<file path="config.mk">
export PLATFORM = sky130hd
export DESIGN_NAME = gpio_port
export DESIGN_NICKNAME = d
export VERILOG_FILES = /design/src/rtl/gpio_port_pkg.sv /design/src/rtl/gpio_pin_resolve.sv /design/src/rtl/gpio_port_regs.sv /design/src/rtl/gpio_port.sv
export SDC_FILE = /design/constraint.sdc
export NUM_CORES = 1
export LEC_CHECK = 0
export CAP_MARGIN = 20
export CORE_MARGIN = 5
export CORE_UTILIZATION = 45
export CTS_BUF_LIST = sky130_fd_sc_hd__clkbuf_4
export DETAILED_ROUTE_END_ITERATION = 10
export PLACE_DENSITY = 0.71
export SLEW_MARGIN = 5
export SYNTH_ARGS = -nofsm -noshare
export SYNTH_HDL_FRONTEND = slang
export SYNTH_SLANG_ARGS = --single-unit
</file>
<file path="constraint.sdc">
create_clock -name clk -period 4.92 [get_ports clk]
set_input_delay 0.738 -clock clk [delete_from_list [all_inputs] [get_ports clk]]
set_output_delay 0.738 -clock clk [all_outputs]
set_load 0.01 [all_outputs]
</file>
<file path="src/rtl/gpio_port_pkg.sv">
package gpio_port_pkg;

   typedef enum logic [1:0] {
      PM_IN  = 2'b00,
      PM_OUT = 2'b01,
      PM_ALT = 2'b10,
      PM_ANA = 2'b11
   } pin_mode_e;

   typedef enum logic [1:0] {
      PL_NONE = 2'b00,
      PL_UP   = 2'b01,
      PL_DOWN = 2'b10,
      PL_RSVD = 2'b11
   } pin_pull_e;

   // word indices (byte offset / 4)
   localparam logic [3:0] WI_MODE  = 4'd0;
   localparam logic [3:0] WI_OTYPE = 4'd1;
   localparam logic [3:0] WI_SPEED = 4'd2;
   localparam logic [3:0] WI_PULL  = 4'd3;
   localparam logic [3:0] WI_IDR   = 4'd4;
   localparam logic [3:0] WI_ODR   = 4'd5;

endpackage

</file>
<file path="src/rtl/gpio_pin_resolve.sv">
module gpio_pin_resolve
   import gpio_port_pkg::*;
(
   input  logic       clk,
   input  logic       rst_n,
   input  logic [1:0] mode_i,
   input  logic       od_i,
   input  logic [1:0] pull_i,
   input  logic       odr_i,
   input  logic       ext_en_i,
   input  logic       ext_val_i,
   output logic       level_o,
   output logic       held_o,
   output logic       disc_o,
   output logic       ext_hi_o
);

   pin_mode_e mode;
   pin_pull_e pull;
   logic      is_out;
   logic      drv_act;
   logic      drv_val;
   logic      ext_rej;
   logic      ext_ok;

   assign mode    = pin_mode_e'(mode_i);
   assign pull    = pin_pull_e'(pull_i);
   assign is_out  = (mode == PM_OUT);
   // open-drain drives only while its data bit is low
   assign drv_act = is_out && (!od_i || !odr_i);
   assign drv_val = od_i ? 1'b0 : odr_i;
   // push-pull rejects everything, open-drain rejects a high
   assign ext_rej = ext_en_i && is_out && (!od_i || ext_val_i);
   assign ext_ok  = ext_en_i && !ext_rej;

   always_comb begin
      if (drv_act)             level_o = drv_val;
      else if (ext_ok)         level_o = ext_val_i;
      else if (pull == PL_UP)   level_o = 1'b1;
      else if (pull == PL_DOWN) level_o = 1'b0;
      else                     level_o = held_o;
   end

   always_ff @(posedge clk or negedge rst_n) begin
      if (!rst_n) held_o <= 1'b0;
      else        held_o <= level_o;
   end

   assign disc_o   = ext_rej;
   assign ext_hi_o = ext_ok && ext_val_i;

endmodule

</file>
<file path="src/rtl/gpio_port_regs.sv">
module gpio_port_regs
   import gpio_port_pkg::*;
#(
   parameter int unsigned NUM_PINS  = 16,
   parameter logic [31:0] MODE_RST  = 32'h0000_0000,
   parameter logic [31:0] SPEED_RST = 32'h0000_0000,
   parameter logic [31:0] PULL_RST  = 32'h0000_0000,
   localparam int unsigned FW       = 2 * NUM_PINS
) (
   input  logic                clk,
   input  logic                rst_n,
   input  logic                wr_en,
   input  logic [5:0]          addr,
   input  logic [31:0]         wdata,
   input  logic [NUM_PINS-1:0] idr_i,
   output logic [FW-1:0]       mode_q,
   output logic [NUM_PINS-1:0] otype_q,
   output logic [FW-1:0]       pull_q,
   output logic [NUM_PINS-1:0] odr_q,
   output logic [31:0]         rdata
);

   logic [3:0]    widx;
   logic [FW-1:0] speed_q;

   assign widx = addr[5:2];

   always_ff @(posedge clk or negedge rst_n) begin
      if (!rst_n) begin
         mode_q  <= MODE_RST[FW-1:0];
         speed_q <= SPEED_RST[FW-1:0];
         pull_q  <= PULL_RST[FW-1:0];
         otype_q <= '0;
         odr_q   <= '0;
      end else if (wr_en) begin
         case (widx)
            WI_MODE:  mode_q  <= wdata[FW-1:0];
            WI_OTYPE: otype_q <= wdata[NUM_PINS-1:0];
            WI_SPEED: speed_q <= wdata[FW-1:0];
            WI_PULL:  pull_q  <= wdata[FW-1:0];
            WI_ODR:   odr_q   <= wdata[NUM_PINS-1:0];
            default:  ;
         endcase
      end
   end

   always_comb begin
      case (widx)
         WI_MODE:  rdata = 32'(mode_q);
         WI_OTYPE: rdata = 32'(otype_q);
         WI_SPEED: rdata = 32'(speed_q);
         WI_PULL:  rdata = 32'(pull_q);
         WI_IDR:   rdata = 32'(idr_i);
         WI_ODR:   rdata = 32'(odr_q);
         default:  rdata = 32'h0;
      endcase
   end

endmodule

</file>
<file path="src/rtl/gpio_port.sv">
module gpio_port
   import gpio_port_pkg::*;
#(
   parameter int unsigned NUM_PINS  = 16,
   parameter logic [31:0] MODE_RST  = 32'h0000_0000,
   parameter logic [31:0] SPEED_RST = 32'h0000_0000,
   parameter logic [31:0] PULL_RST  = 32'h0000_0000
) (
   input  logic                clk,
   input  logic                rst_n,
   input  logic                bus_wr,
   input  logic [5:0]          bus_addr,
   input  logic [31:0]         bus_wdata,
   output logic [31:0]         bus_rdata,
   input  logic [NUM_PINS-1:0] ext_en,
   input  logic [NUM_PINS-1:0] ext_val,
   output logic [NUM_PINS-1:0] pin_level,
   output logic [NUM_PINS-1:0] disc_mask,
   output logic [NUM_PINS-1:0] ext_high_mask
);

   localparam int unsigned FW = 2 * NUM_PINS;

   generate
      if (NUM_PINS < 1 || NUM_PINS > 16) begin : g_bad_pins
         $error("gpio_port: NUM_PINS must be 1..16");
      end
   endgenerate

   logic [FW-1:0]       mode_q;
   logic [FW-1:0]       pull_q;
   logic [NUM_PINS-1:0] otype_q;
   logic [NUM_PINS-1:0] odr_q;
   logic [NUM_PINS-1:0] idr_q;

   gpio_port_regs #(
      .NUM_PINS  (NUM_PINS),
      .MODE_RST  (MODE_RST),
      .SPEED_RST (SPEED_RST),
      .PULL_RST  (PULL_RST)
   ) u_regs (
      .clk     (clk),
      .rst_n   (rst_n),
      .wr_en   (bus_wr),
      .addr    (bus_addr),
      .wdata   (bus_wdata),
      .idr_i   (idr_q),
      .mode_q  (mode_q),
      .otype_q (otype_q),
      .pull_q  (pull_q),
      .odr_q   (odr_q),
      .rdata   (bus_rdata)
   );

   generate
      for (genvar p = 0; p < NUM_PINS; p++) begin : g_pin
         gpio_pin_resolve u_res (
            .clk       (clk),
            .rst_n     (rst_n),
            .mode_i    (mode_q[2*p +: 2]),
            .od_i      (otype_q[p]),
            .pull_i    (pull_q[2*p +: 2]),
            .odr_i     (odr_q[p]),
            .ext_en_i  (ext_en[p]),
            .ext_val_i (ext_val[p]),
            .level_o   (pin_level[p]),
            .held_o    (idr_q[p]),
            .disc_o    (disc_mask[p]),
            .ext_hi_o  (ext_high_mask[p])
         );
      end
   endgenerate

endmodule

</file>
After elaboration in Yosys (flattened, before gate mapping)
Index checks and enable logic that the tools add are counted.

storage, ports and cells
  output and inout bits = 80
  flip-flop bits (word level) = 144
  input port bits = 73
  logic and storage cells = 321

operators by class
  multiplexer cells = 81
  reductions and logical operators = 166
  eq/ne operators = 53

operators with widths
  cell                                                              count
  32-bit one-hot mux with 6 select lines                            1
  1-bit logical AND                                                 80
  1-bit 2-to-1 mux                                                  80
  2-bit by 1-bit == test with 1-bit output (second input constant)  32
  1-bit zero test                                                   48
  2-bit == test (second input constant)                             16
  1-bit logical OR                                                  32
  2-bit AND reduction                                               5
  4-bit by 2-bit == test with 1-bit output (second input constant)  2
  4-bit by 3-bit == test with 1-bit output (second input constant)  2
  4-bit by 1-bit == test with 1-bit output (second input constant)  1
  4-bit zero test                                                   1

Depth between registers and ports, before layout
Gate-level depths: netlist (run 1).

  depth in word-level cells = 7
  depth in mapped cells = 7
  mapped depth without buffers = 4

Modules after synthesis
A second synthesis (run 1) with hierarchy kept.

second synthesis, totals
  cell total of the unflattened synthesis = 633
  area total of the unflattened synthesis = 7800.0 um^2

by module, submodules not included
  module            seq. area each (um^2)  cells each  area each (um^2)  times used
  gpio_port_regs    3203.1                 425         5978.2            1
  gpio_pin_resolve  25.0                   13          113.9             16

Worst setup path after synthesis (run 1)
Ideal clock, no wire load.

  path type = in2out
  start point = in bus_addr[4]
  end point = out bus_rdata[21]
  slack = 2.275 ns
  data arrival time = 1.907 ns
  cell stages on the path = 7
  cells stage by stage = buf_6 or3_1 buf_2 nor2_2 buf_4 a222oi_1 inv_1

between the ends
  longest elaborated chain between the ends = 2

RTL lines
  what                                                                    RTL line              text
  from (decl)                                                             gpio_port.sv:12       input logic [5:0] bus_addr,
  4-bit by 3-bit == test with 1-bit output, or another cell as far along  gpio_port_regs.sv:48  case (widx)
  32-bit one-hot mux with 6 select lines *                                gpio_port_regs.sv:48
  to (decl)                                                               gpio_port.sv:14       output logic [31:0] bus_rdata,

Mark *: on every way between the ends. The rest lies on a longest branch, timed or not.

Final worst setup path (run 1)
Same ends and word-level chain as after synthesis.

==> flow_metrics.tcl, run 1 <==
set metrics [dict create \
    yosysWarnings 0 \
    cts_buffers 17 \
    cp.arrival_ns 3.43 \
    grt_overflow 0 \
    period_minus_slack_ns 4.163 \
    synthesis.area_per_instance_um2 11.84 \
    finalSetupTns_ns 0 \
    async_flop_share_pct 100.0 \
    rows 48 \
    core-area_um2 17180 \
    viasPerCell 5.627 \
    place_area_um2 9101 \
    vdd_drop_max_mv 0.2106 \
    multiInputGateArea_um2 3511 \
    gp_congestion 0.7852 \
    cts.clk_slew.worst_paths_ns 0.12 \
    slew_viol_final 0 \
    fin_util_pct 54.77 \
    drtIter0Drc 353 \
    ctsLongestPathBuffers 2 \
    cts_root_buf "clkbuf_4" \
    layout.nets 835 \
    r2r_end "g_pin[3].u_res.held_o$_DFF_PN0_" \
    slowest_delay_ns 0.72 \
    synth-main-ff-cell "dfrtp_1" \
    criticalPathCategory "in2out" \
    maxCapViolations 0 \
    num_vias 5627 \
    postCtsSetupRepairBufs 0 \
    synth-seq-cells 144 \
    crit_fanout 12 \
    track_usage_pct 19.99 \
    synth_edf_count 0 \
    seq_area_frac_synth_pct 46.09 \
    status "completed" \
    ys_top_cells_by_area "dfrtp_1 (46%), mux2_2 (14%), mux2_4 (5.8%), buf_4 (5.4%), o21ai_0 (3.0%)" \
    slowest_stage "or3_1" \
    syn-cell-area_um2 7817 \
    register_area_um2 3603 \
    htreeDepth 4 \
    antenna_found_initial 0 \
    cts_resized 0 \
    cts_tree "built" \
    worstPathBufferInverterCount 4 \
    leakage_nw 4.202 \
    routed_wirelength_um 19810 \
    netlist-cell-type-count 36 \
    routedWlPerCell_um 19.81 \
    maxSlewHeadroom_pct 27.20 \
    syn_nets 733 \
    fmax_ghz 0.2402 \
    ioPinCount 153 \
    cp-end-kind "output pin" \
    critPathTopFamily "buffers and inverters" \
    start_kind "primary input" \
    synth_top_area_share_pct 46.09 \
    n_fill_cell 1487 \
    fp.dieH_um 141.8 \
    grt_pass1_wl_um 31790 \
    grt_pass1_vias 5991 \
    crit_top_cell "clkdlybuf4s50_1" \
    fin_area_um2 9408 \
    die_x_um 141.8 \
    hp-class "in2async" \
    postSynthCellCount 660 \
    rrSetupSlack_ns 3.64 \
    start_util_pct 45.51 \
    hpwl_um 13340 \
    ff2ff_path_depth 4 \
    tightest_slew_ns 1.092 \
    grt_max_degree 113 \
    clock-sinks 144 \
    ant_nets 0 \
    skew_ns 0.01270 \
    fin_crit_sh_pct 84.62 \
    post-route-drc-count 0 \
    final_layout_size_suffix_gt1_share_pct 23.51 \
    finalHoldViolCount 0 \
    ctsHoldBuffers 0 \
    port_buffers 150 \
    die-area_um2 20110 \
    power.density_nw_per_um2 375.2 \
    rr_startpoint "u_regs.pull_q[6]$_DFFE_PN0P_" \
    drtPass1Iterations 5 \
    setup_viol 0 \
    synth_area_leader_cell "dfrtp_1" \
    rsz0062_at_grt "false" \
    area_delta_synth_final_pct 20.34 \
    clkLatencyLatePin_ns 0.53 \
    crit_chain "clkdlybuf4s50_1 > or3_1 > nor2_2 > buf_4 > a222oi_1 > inv_1 > clkdlybuf4s50_1" \
    critPathRequiredTime_ns 4.18 \
]
-- area by class of cell --
type                    instances  share of cell area [%]
diodes                          1                 0.02660
clock buffers                  17                   1.357
clock inverters                14                   1.583
inverters                      38                   1.516
multi-input cells             403                   37.32
flip-flops and latches        144                   38.30
well taps                     225                   2.992
repair buffers                158                   16.90
-- worst register-to-register path: cells and delay by family, from the launching register on --
family	cells	cell delay, ns
AO/OA/AOI/OAI	3	0.67
flip-flops	1	0.43
AND/OR/NAND/NOR	1	0.06
-- synthesized netlist by cell type, types with 2 or more instances --
library cell  instances
buf_12                3
mux4_2                5
dfrtp_1             144
and4bb_2              2
nand2b_1             32
and3_1               16
nand3b_1             16
nor2_1               31
buf_4                56
buf_6                 2
nand2_1              17
a222oi_1             21
a221o_1              11
mux2_2               97
inv_1                38
a22oi_1              16
nor2_2                2
o22ai_1              11
buf_2                10
mux2i_1              22
o21ai_0              47
o211ai_1             16
clkbuf_1              3
mux2_4               30
-- stage by stage --
| step | cells | setup WS [ns] | power (W) | hold slack [ns] |
|---|---|---|---|---|
| 3_5_place_dp | 967 | 0.7931 | 0.002788 | 0.4891 |
| 3_3_place_gp | 967 | 0.7914 | 0.002730 | 0.4741 |
| 6_report | 1000 | 0.7569 | 0.003530 | 0.1249 |
| 4_1_cts | 998 | 0.7747 | 0.003556 | 0.3395 |
| 5_1_grt | 999 | 0.6601 | 0.003752 | 0.1006 |
| 2_1_floorplan | 660 | 2.275 | 0.002402 | 0.4424 |
-- how the worst max path moves through the flow --
stage | from | end | slack, ns | depth (start not counted)
final | bus_addr[4] | bus_rdata[21] | 0.76 | 7
after global placement | bus_addr[4] | bus_rdata[20] | 0.79 | 7
after global routing | bus_addr[4] | bus_rdata[28] | 0.66 | 7
after floorplan | bus_addr[4] | bus_rdata[21] | 2.27 | 7
after CTS | bus_addr[4] | bus_rdata[21] | 0.77 | 7
after detailed placement | bus_addr[4] | bus_rdata[21] | 0.79 | 7
-- per-layer routing --
layer,routed length [um],global-route usage (%),vias up
met3,1374,5.999,20
li1,-,-,2582
met1,8501,25.17,2843
met4,217,5.404,0
met5,0,0,-
met2,9717,33.60,182
-- cell usage in the layout (no fill, tap or decap), drive strengths merged --
master and n:
a221o 11, a222oi 21, a22oi 16, and3 16
and4bb 2, buf 10, bufinv 3, clkbuf 17
clkdlybuf4s50 148, clkinv 8, clkinvlp 3, dfrtp 144
diode 1, inv 38, maj3 1, mux2 128
mux2i 22, mux4 5, nand2 18, nand2b 33
nand3 1, nand3b 16, nand4b 1, nor2 34
nor2b 1, nor4b 1, o211ai 16, o21ai 47
o22ai 11, or3 2
-- sequential cells by signal, summed over array words and instances (netlist names) --
signal and flops:
g_pin.u_res.held_o 16, u_regs.pull_q 32, u_regs.otype_q 16, u_regs.speed_q 32
u_regs.odr_q 16, u_regs.mode_q 32
-- power by group --
part           total (W)  switching, W  internal (W)
logic            0.00104      0.000423      0.000615
registers        0.00173      0.000260       0.00147
clock network   0.000760      0.000421      0.000339
-- cells by family after synthesis --
| group | count (synthesis) | share of synthesized area [%] |
|---|---|---|
| AND/OR/NAND/NOR | 125 | 9.475 |
| buffers and inverters | 113 | 9.107 |
| adder cells (fa/ha/maj) | 1 | 0.1280 |
| multiplexers | 155 | 24.14 |
| flip-flops | 144 | 46.09 |
| AO/OA/AOI/OAI | 122 | 11.06 |
Power figures use the tool's default switching activity.
==> inputs of run 2 (changes only) <==
--- a/config.mk
+++ b/config.mk
@@ -10,7 +10,7 @@
 export CORE_UTILIZATION = 45
 export CTS_BUF_LIST = sky130_fd_sc_hd__clkbuf_4
 export DETAILED_ROUTE_END_ITERATION = 10
-export PLACE_DENSITY = 0.71
+export PLACE_DENSITY = 0.74
 export SLEW_MARGIN = 5
 export SYNTH_ARGS = -nofsm -noshare
 export SYNTH_HDL_FRONTEND = slang
==> constraint.sdc (replaced) <==
create_clock -name clk -period 3.5 [get_ports clk]
set_input_delay 0.525 -clock clk [delete_from_list [all_inputs] [get_ports clk]]
set_output_delay 0.525 -clock clk [all_outputs]
set_load 0.01 [all_outputs]
==> run 2 against run 1 <==
  * Sequential share of layout area fell by 0.20 points
  * Cell count up 1.0%
  * Final area increased by 0.52%
  * Worst setup slack got worse by 0.62 ns
  * Utilization up 0.28 points
  * Hold slack better by 0.40 ns
  * Global-route usage is 0.13 points higher
  * Flip-flop and latch count stayed put
  * Largest cell class unchanged
  * Clock power is 37% higher
  * Clock skew down 0.0014 ns
  * Routed wire length up 0.57%
  * First-iteration DRC count increased by 9.1%
==> flow_metrics.tcl, run 2 (synthesized netlist as in run 1, its figures left out) <==
set metrics [dict create \
    ioPinCount 153 \
    rsz0062_at_grt "false" \
    slew_viol_final 0 \
    die_x_um 141.8 \
    leakage_nw 4.232 \
    grt_overflow 0 \
    die-area_um2 20110 \
    fin_crit_sh_pct 96.04 \
    criticalPathCategory "in2out" \
    use_met3_pct 5.561 \
    routedWlPerCell_um 19.73 \
    postCtsSetupRepairBufs 0 \
    grt_pass1_vias 6023 \
    fin_util_pct 55.06 \
    clkLatencyLatePin_ns 0.57 \
    critPathTopFamily "buffers and inverters" \
    gr-usage-met2_pct 32.88 \
    period_minus_slack_ns 3.361 \
    antenna_found_initial 0 \
    cp-end-kind "output pin" \
    setup_viol 0 \
    met1_usage_pct 25.86 \
    skew_ns 0.01130 \
    grt_max_degree 81 \
    diodes 0 \
    num_vias 5696 \
    maxSlewHeadroom_pct 49.28 \
    holdPathStages 1 \
    drtIter0Drc 385 \
    post-route-drc-count 0 \
    port_buffers 150 \
    mostFrequentLayoutCell "clkdlybuf4s50_1" \
    core-area_um2 17180 \
    vdd_drop_max_mv 0.2360 \
    crit_fanout 14 \
    start_kind "primary input" \
    hpwl_um 13960 \
    maxCapViolations 0 \
    power.density_nw_per_um2 522.6 \
    slowest_delay_ns 0.62 \
    rrSetupSlack_ns 2.14 \
    layout.nets 845 \
    cts.clk_slew.worst_paths_ns 0.12 \
    fmax_ghz 0.2975 \
    rows 48 \
    ff2ff_path_depth 4 \
    track_usage_pct 20.12 \
    viasPerCell 5.640 \
    reg_top3 "u_regs.mode_q (32), u_regs.pull_q (32), u_regs.speed_q (32)" \
    rr_startpoint "u_regs.pull_q[6]$_DFFE_PN0P_" \
    finalHoldViolCount 0 \
    routed_wirelength_um 19920 \
    fp.dieH_um 141.8 \
    gp_congestion 0.8068 \
    clock-sinks 144 \
    slowest_stage "clkdlybuf4s50_1" \
    cp.arrival_ns 2.84 \
    drtPass1Iterations 5 \
    ant_nets 0 \
    holdWs_ns 0.5245 \
    hold_end "u_regs.speed_q[30]$_DFFE_PN0P_" \
    crit_chain "clkdlybuf4s50_1 > buf_4 > mux4_2 > a222oi_1 > inv_1 > clkdlybuf4s50_1" \
    cts_root_buf "clkbuf_4" \
    critPathRequiredTime_ns 2.97 \
    worstPathBufferInverterCount 4 \
    cts_tree "built" \
    r2r_end "g_pin[3].u_res.held_o$_DFF_PN0_" \
    area_delta_synth_final_pct 20.97 \
    hold_path.startpoint "u_regs.speed_q[30]$_DFFE_PN0P_" \
    final_layout_size_suffix_gt1_share_pct 24.59 \
    tightest_slew_ns 0.7603 \
    cts_buffers 17 \
    hp-class "reg2reg" \
    most-common-layout-cells "clkdlybuf4s50_1 (148), dfrtp_1 (144), mux2_2 (97)" \
    crit_top_cell "clkdlybuf4s50_1" \
    start_util_pct 45.51 \
    grt_busiest_layer "met2" \
    status "completed" \
    grt_pass1_wl_um 31780 \
    ctsLongestPathBuffers 2 \
    htreeDepth 4 \
]
run 2: worst reg2reg max path, stage by stage (launching register included):
cell     delay, ns
dfrtp_1       0.43
nor2_1        0.06
o21ai_0       0.31
o21ai_0       0.13
a22oi_1       0.31
run 2: area by class of cell:
type	instances	area, um^2
well taps	225	281.5
inverters	38	142.6
multi-input cells	403	3517
clock inverters	14	141.4
repair buffers	168	1635
flip-flops and latches	144	3603
fillers	1471	7720
clock buffers	18	135.1
run 2: repair_timing:
action	in CTS	in global routing
endpoints found under the hold margin	78	0
hold buffers	1	0
pin swaps	0	0
resized for setup	1	1
setup endpoints to repair	7	2
run 2: metal layers:
layer / wire [um] / vias up
met3: 1331 / 30
met4: 328 / 0
met2: 9756 / 176
met5: 0 / -
li1: - / 2600
met1: 8508 / 2890
run 2: how the worst max path moves through the flow:
stage                      from       endpoint  slack, ns  depth (start not counted)
CTS                 bus_addr[5]   bus_rdata[6]       0.08                          7
global route        bus_addr[4]   bus_rdata[5]       0.07                          6
finish              bus_addr[4]   bus_rdata[1]       0.14                          6
global placement    bus_addr[4]   bus_rdata[5]     -0.005                          5
detailed placement  bus_addr[4]   bus_rdata[5]      -0.02                          5
floorplan           bus_addr[4]  bus_rdata[21]       1.28                          7
run 2: per-stage QoR:
| stage | setup slack (ns) | instance area (um^2) | TNS [ns] | std cells | total power (W) |
|---|---|---|---|---|---|
| floorplan | 1.281 | 7818 | 0 | 660 | 0.003377 |
| global placement | -0.005264 | 9164 | -0.005264 | 977 | 0.003839 |
| detailed placement | -0.01988 | 9164 | -0.02124 | 977 | 0.003932 |
| CTS | 0.08407 | 9454 | 0 | 1010 | 0.004976 |
| global route | 0.06875 | 9457 | 0 | 1010 | 0.005237 |
| finish | 0.1385 | 9457 | 0 | 1010 | 0.004942 |
run 2: power breakdown:
group          leakage, nW  internal (W)  total, W  switching, W
Combinational         2.33      0.000867   0.00147      0.000598
Sequential            1.76       0.00207   0.00244      0.000367
Clock                0.137      0.000426   0.00104      0.000614
Total                 4.23       0.00336   0.00494       0.00158
==> inputs of run 3 (changes only) <==
--- a/config.mk
+++ b/config.mk
@@ -8,7 +8,7 @@
 export CAP_MARGIN = 20
 export CORE_MARGIN = 5
 export CORE_UTILIZATION = 45
-export CTS_BUF_LIST = sky130_fd_sc_hd__clkbuf_4
+export CTS_BUF_LIST = sky130_fd_sc_hd__clkbuf_2 sky130_fd_sc_hd__clkbuf_4 sky130_fd_sc_hd__clkbuf_8
 export DETAILED_ROUTE_END_ITERATION = 10
 export PLACE_DENSITY = 0.74
 export SLEW_MARGIN = 5
==> run 3 against run 2 <==
  * Count of clock-buffer cells in the layout is 3 higher
  * Utilization is 0.74 points higher
  * Power is 6.3% higher
  * Largest power group unchanged
  * Flip-flop and latch count stayed put
==> flow_metrics.tcl, run 3 (synthesized netlist as in run 1, its figures left out) <==
set metrics [dict create \
    ant_nets 0 \
    track_usage_pct 20.14 \
    ctsHoldBuffers 0 \
    drtPass1Iterations 7 \
    hp-class "in2async" \
    leakage_nw 4.289 \
    cts_resized 1 \
    fp.dieH_um 141.8 \
    reg_top3 "u_regs.mode_q (32), u_regs.pull_q (32), u_regs.speed_q (32)" \
    switching_power_w 0.001612 \
    fin_area_um2 9583 \
    setup_slack_ns 0.1469 \
    slew_viol_final 0 \
    clkLatencyLatePin_ns 0.45 \
    fin_util_pct 55.79 \
    crit_top_cell "clkdlybuf4s50_1" \
    ioPinCount 153 \
    internal-power_w 0.003641 \
    slowest_stage "clkdlybuf4s50_1" \
    area_delta_synth_final_pct 22.58 \
    cts_root_buf "clkbuf_8" \
    most-common-layout-cells "clkdlybuf4s50_1 (148), dfrtp_1 (144), mux2_2 (97)" \
    fin_crit_sh_pct 95.80 \
    cp.arrival_ns 2.83 \
    rsz0062_at_grt "false" \
    grt_overflow 0 \
    start_kind "primary input" \
    start_util_pct 45.51 \
    grt_pass1_vias 6002 \
    maxCapViolations 0 \
    routed_wirelength_um 20090 \
    crit_chain "clkdlybuf4s50_1 > buf_4 > mux4_2 > a222oi_1 > inv_1 > clkdlybuf4s50_1" \
    viasPerCell 5.635 \
    tightest_slew_ns 0.7605 \
    routedWlPerCell_um 19.91 \
    skew_ns 0.01104 \
    ctsLongestPathBuffers 2 \
    antenna_found_initial 0 \
    cts.clk_slew.worst_paths_ns 0.08 \
    fmax_ghz 0.2982 \
    comb_power_share_pct 27.9 \
    p_sw_share_pct 30.68 \
    rows 48 \
    grt_max_degree 81 \
    power.density_nw_per_um2 548.1 \
    place_worst_setup_slack_ns -0.01988 \
    hpwl_um 13960 \
    cts_tree "built" \
    gp_congestion 0.8068 \
    cts_buffers 17 \
    die-area_um2 20110 \
    port_buffers 150 \
    die_x_um 141.8 \
    seqPwrFrac_pct 46.5 \
    final_layout_size_suffix_gt1_share_pct 25.00 \
    period_minus_slack_ns 3.353 \
    num_vias 5686 \
    criticalPathCategory "in2out" \
    layout.nets 844 \
    drtIter0Drc 385 \
    core-area_um2 17180 \
    crit_fanout 14 \
    place_area_um2 9164 \
    clkPwrFrac_pct 25.6 \
    critPathTopFamily "buffers and inverters" \
    clock-sinks 144 \
    cp-end-kind "output pin" \
    finalHoldViolCount 0 \
    grt_pass1_wl_um 31900 \
    worstPathBufferInverterCount 4 \
    mostFrequentLayoutCell "clkdlybuf4s50_1" \
    vdd_drop_max_mv 0.4174 \
    htreeDepth 4 \
    critPathRequiredTime_ns 2.97 \
    slowest_delay_ns 0.63 \
    setup_viol 0 \
    post-route-drc-count 0 \
    finalSetupTns_ns 0 \
    postCtsSetupRepairBufs 0 \
    status "completed" \
    diodes 0 \
    maxSlewHeadroom_pct 49.27 \
]
==> run 3: cell types whose count changed in the layout (fill, tap and decap cells not counted), sizes merged <==
cell	before	now
dlygate4sd3	1	0
clkbuf	18	21
clkinv	7	4
==> run 3: per-stage QoR <==
stage | hold slack, ns | instances | total power (W)
2_1_floorplan | 0.2294 | 660 | 0.003377
3_3_place_gp | 0.4711 | 977 | 0.003839
3_5_place_dp | 0.4971 | 977 | 0.003932
4_1_cts | 0.1062 | 1009 | 0.005282
5_1_grt | 0.1316 | 1009 | 0.005545
6_report | 0.1045 | 1009 | 0.005252
==> run 3: worst register-to-register path: stages, from the launching register on <==
cell and delay (ns):
dfrtp_1 0.42, nor2_1 0.06, o21ai_0 0.32, o21ai_0 0.13, a22oi_1 0.31
==> run 3: layout make-up <==
| cell class | instances | area [um^2] |
|---|---|---|
| tap | 225 | 281.5 |
| sequential | 144 | 3603 |
| clock buffer | 21 | 282.8 |
| timing repair buffer | 167 | 1625 |
| multi-input combinational | 403 | 3517 |
| inverter | 38 | 142.6 |
| clock inverter | 11 | 130.1 |
| fill | 1455 | 7594 |
==> run 3: final timing paths <==
check                                                     from                         endpoint  slack, ns  cells after the start
min in group clk                u_regs.speed_q[30]$_DFFE_PN0P_   u_regs.speed_q[30]$_DFFE_PN0P_       0.52                      1
worst min register to register  u_regs.speed_q[30]$_DFFE_PN0P_   u_regs.speed_q[30]$_DFFE_PN0P_       0.52                      1
worst min-delay path                                     rst_n    u_regs.otype_q[0]$_DFFE_PN0P_       0.10                      1
worst max register to register    u_regs.pull_q[6]$_DFFE_PN0P_  g_pin[3].u_res.held_o$_DFF_PN0_       2.15                      4
worst max-delay path                               bus_addr[4]                     bus_rdata[5]       0.15                      6
max in group asynchronous                                rst_n    u_regs.mode_q[16]$_DFFE_PN0P_       2.42                      2
==> run 3: power by group through the flow <==
stage	Combinational, W	Sequential (W)	Clock, W
2_1_floorplan	0.00104	0.00233	0
3_3_place_gp	0.00141	0.00243	0
3_5_place_dp	0.00147	0.00246	0
4_1_cts	0.00148	0.00243	0.00137
5_1_grt	0.00160	0.00250	0.00144
6_report	0.00147	0.00244	0.00135
==> run 3: metal layers <==
| layer | part of all wire, % | track usage [%] |
|---|---|---|
| met4 | 1.4 | 6.212 |
| met3 | 6.9 | 5.359 |
| met1 | 43 | 25.90 |
| met2 | 49 | 33.37 |
| met5 | 0 | 0 |
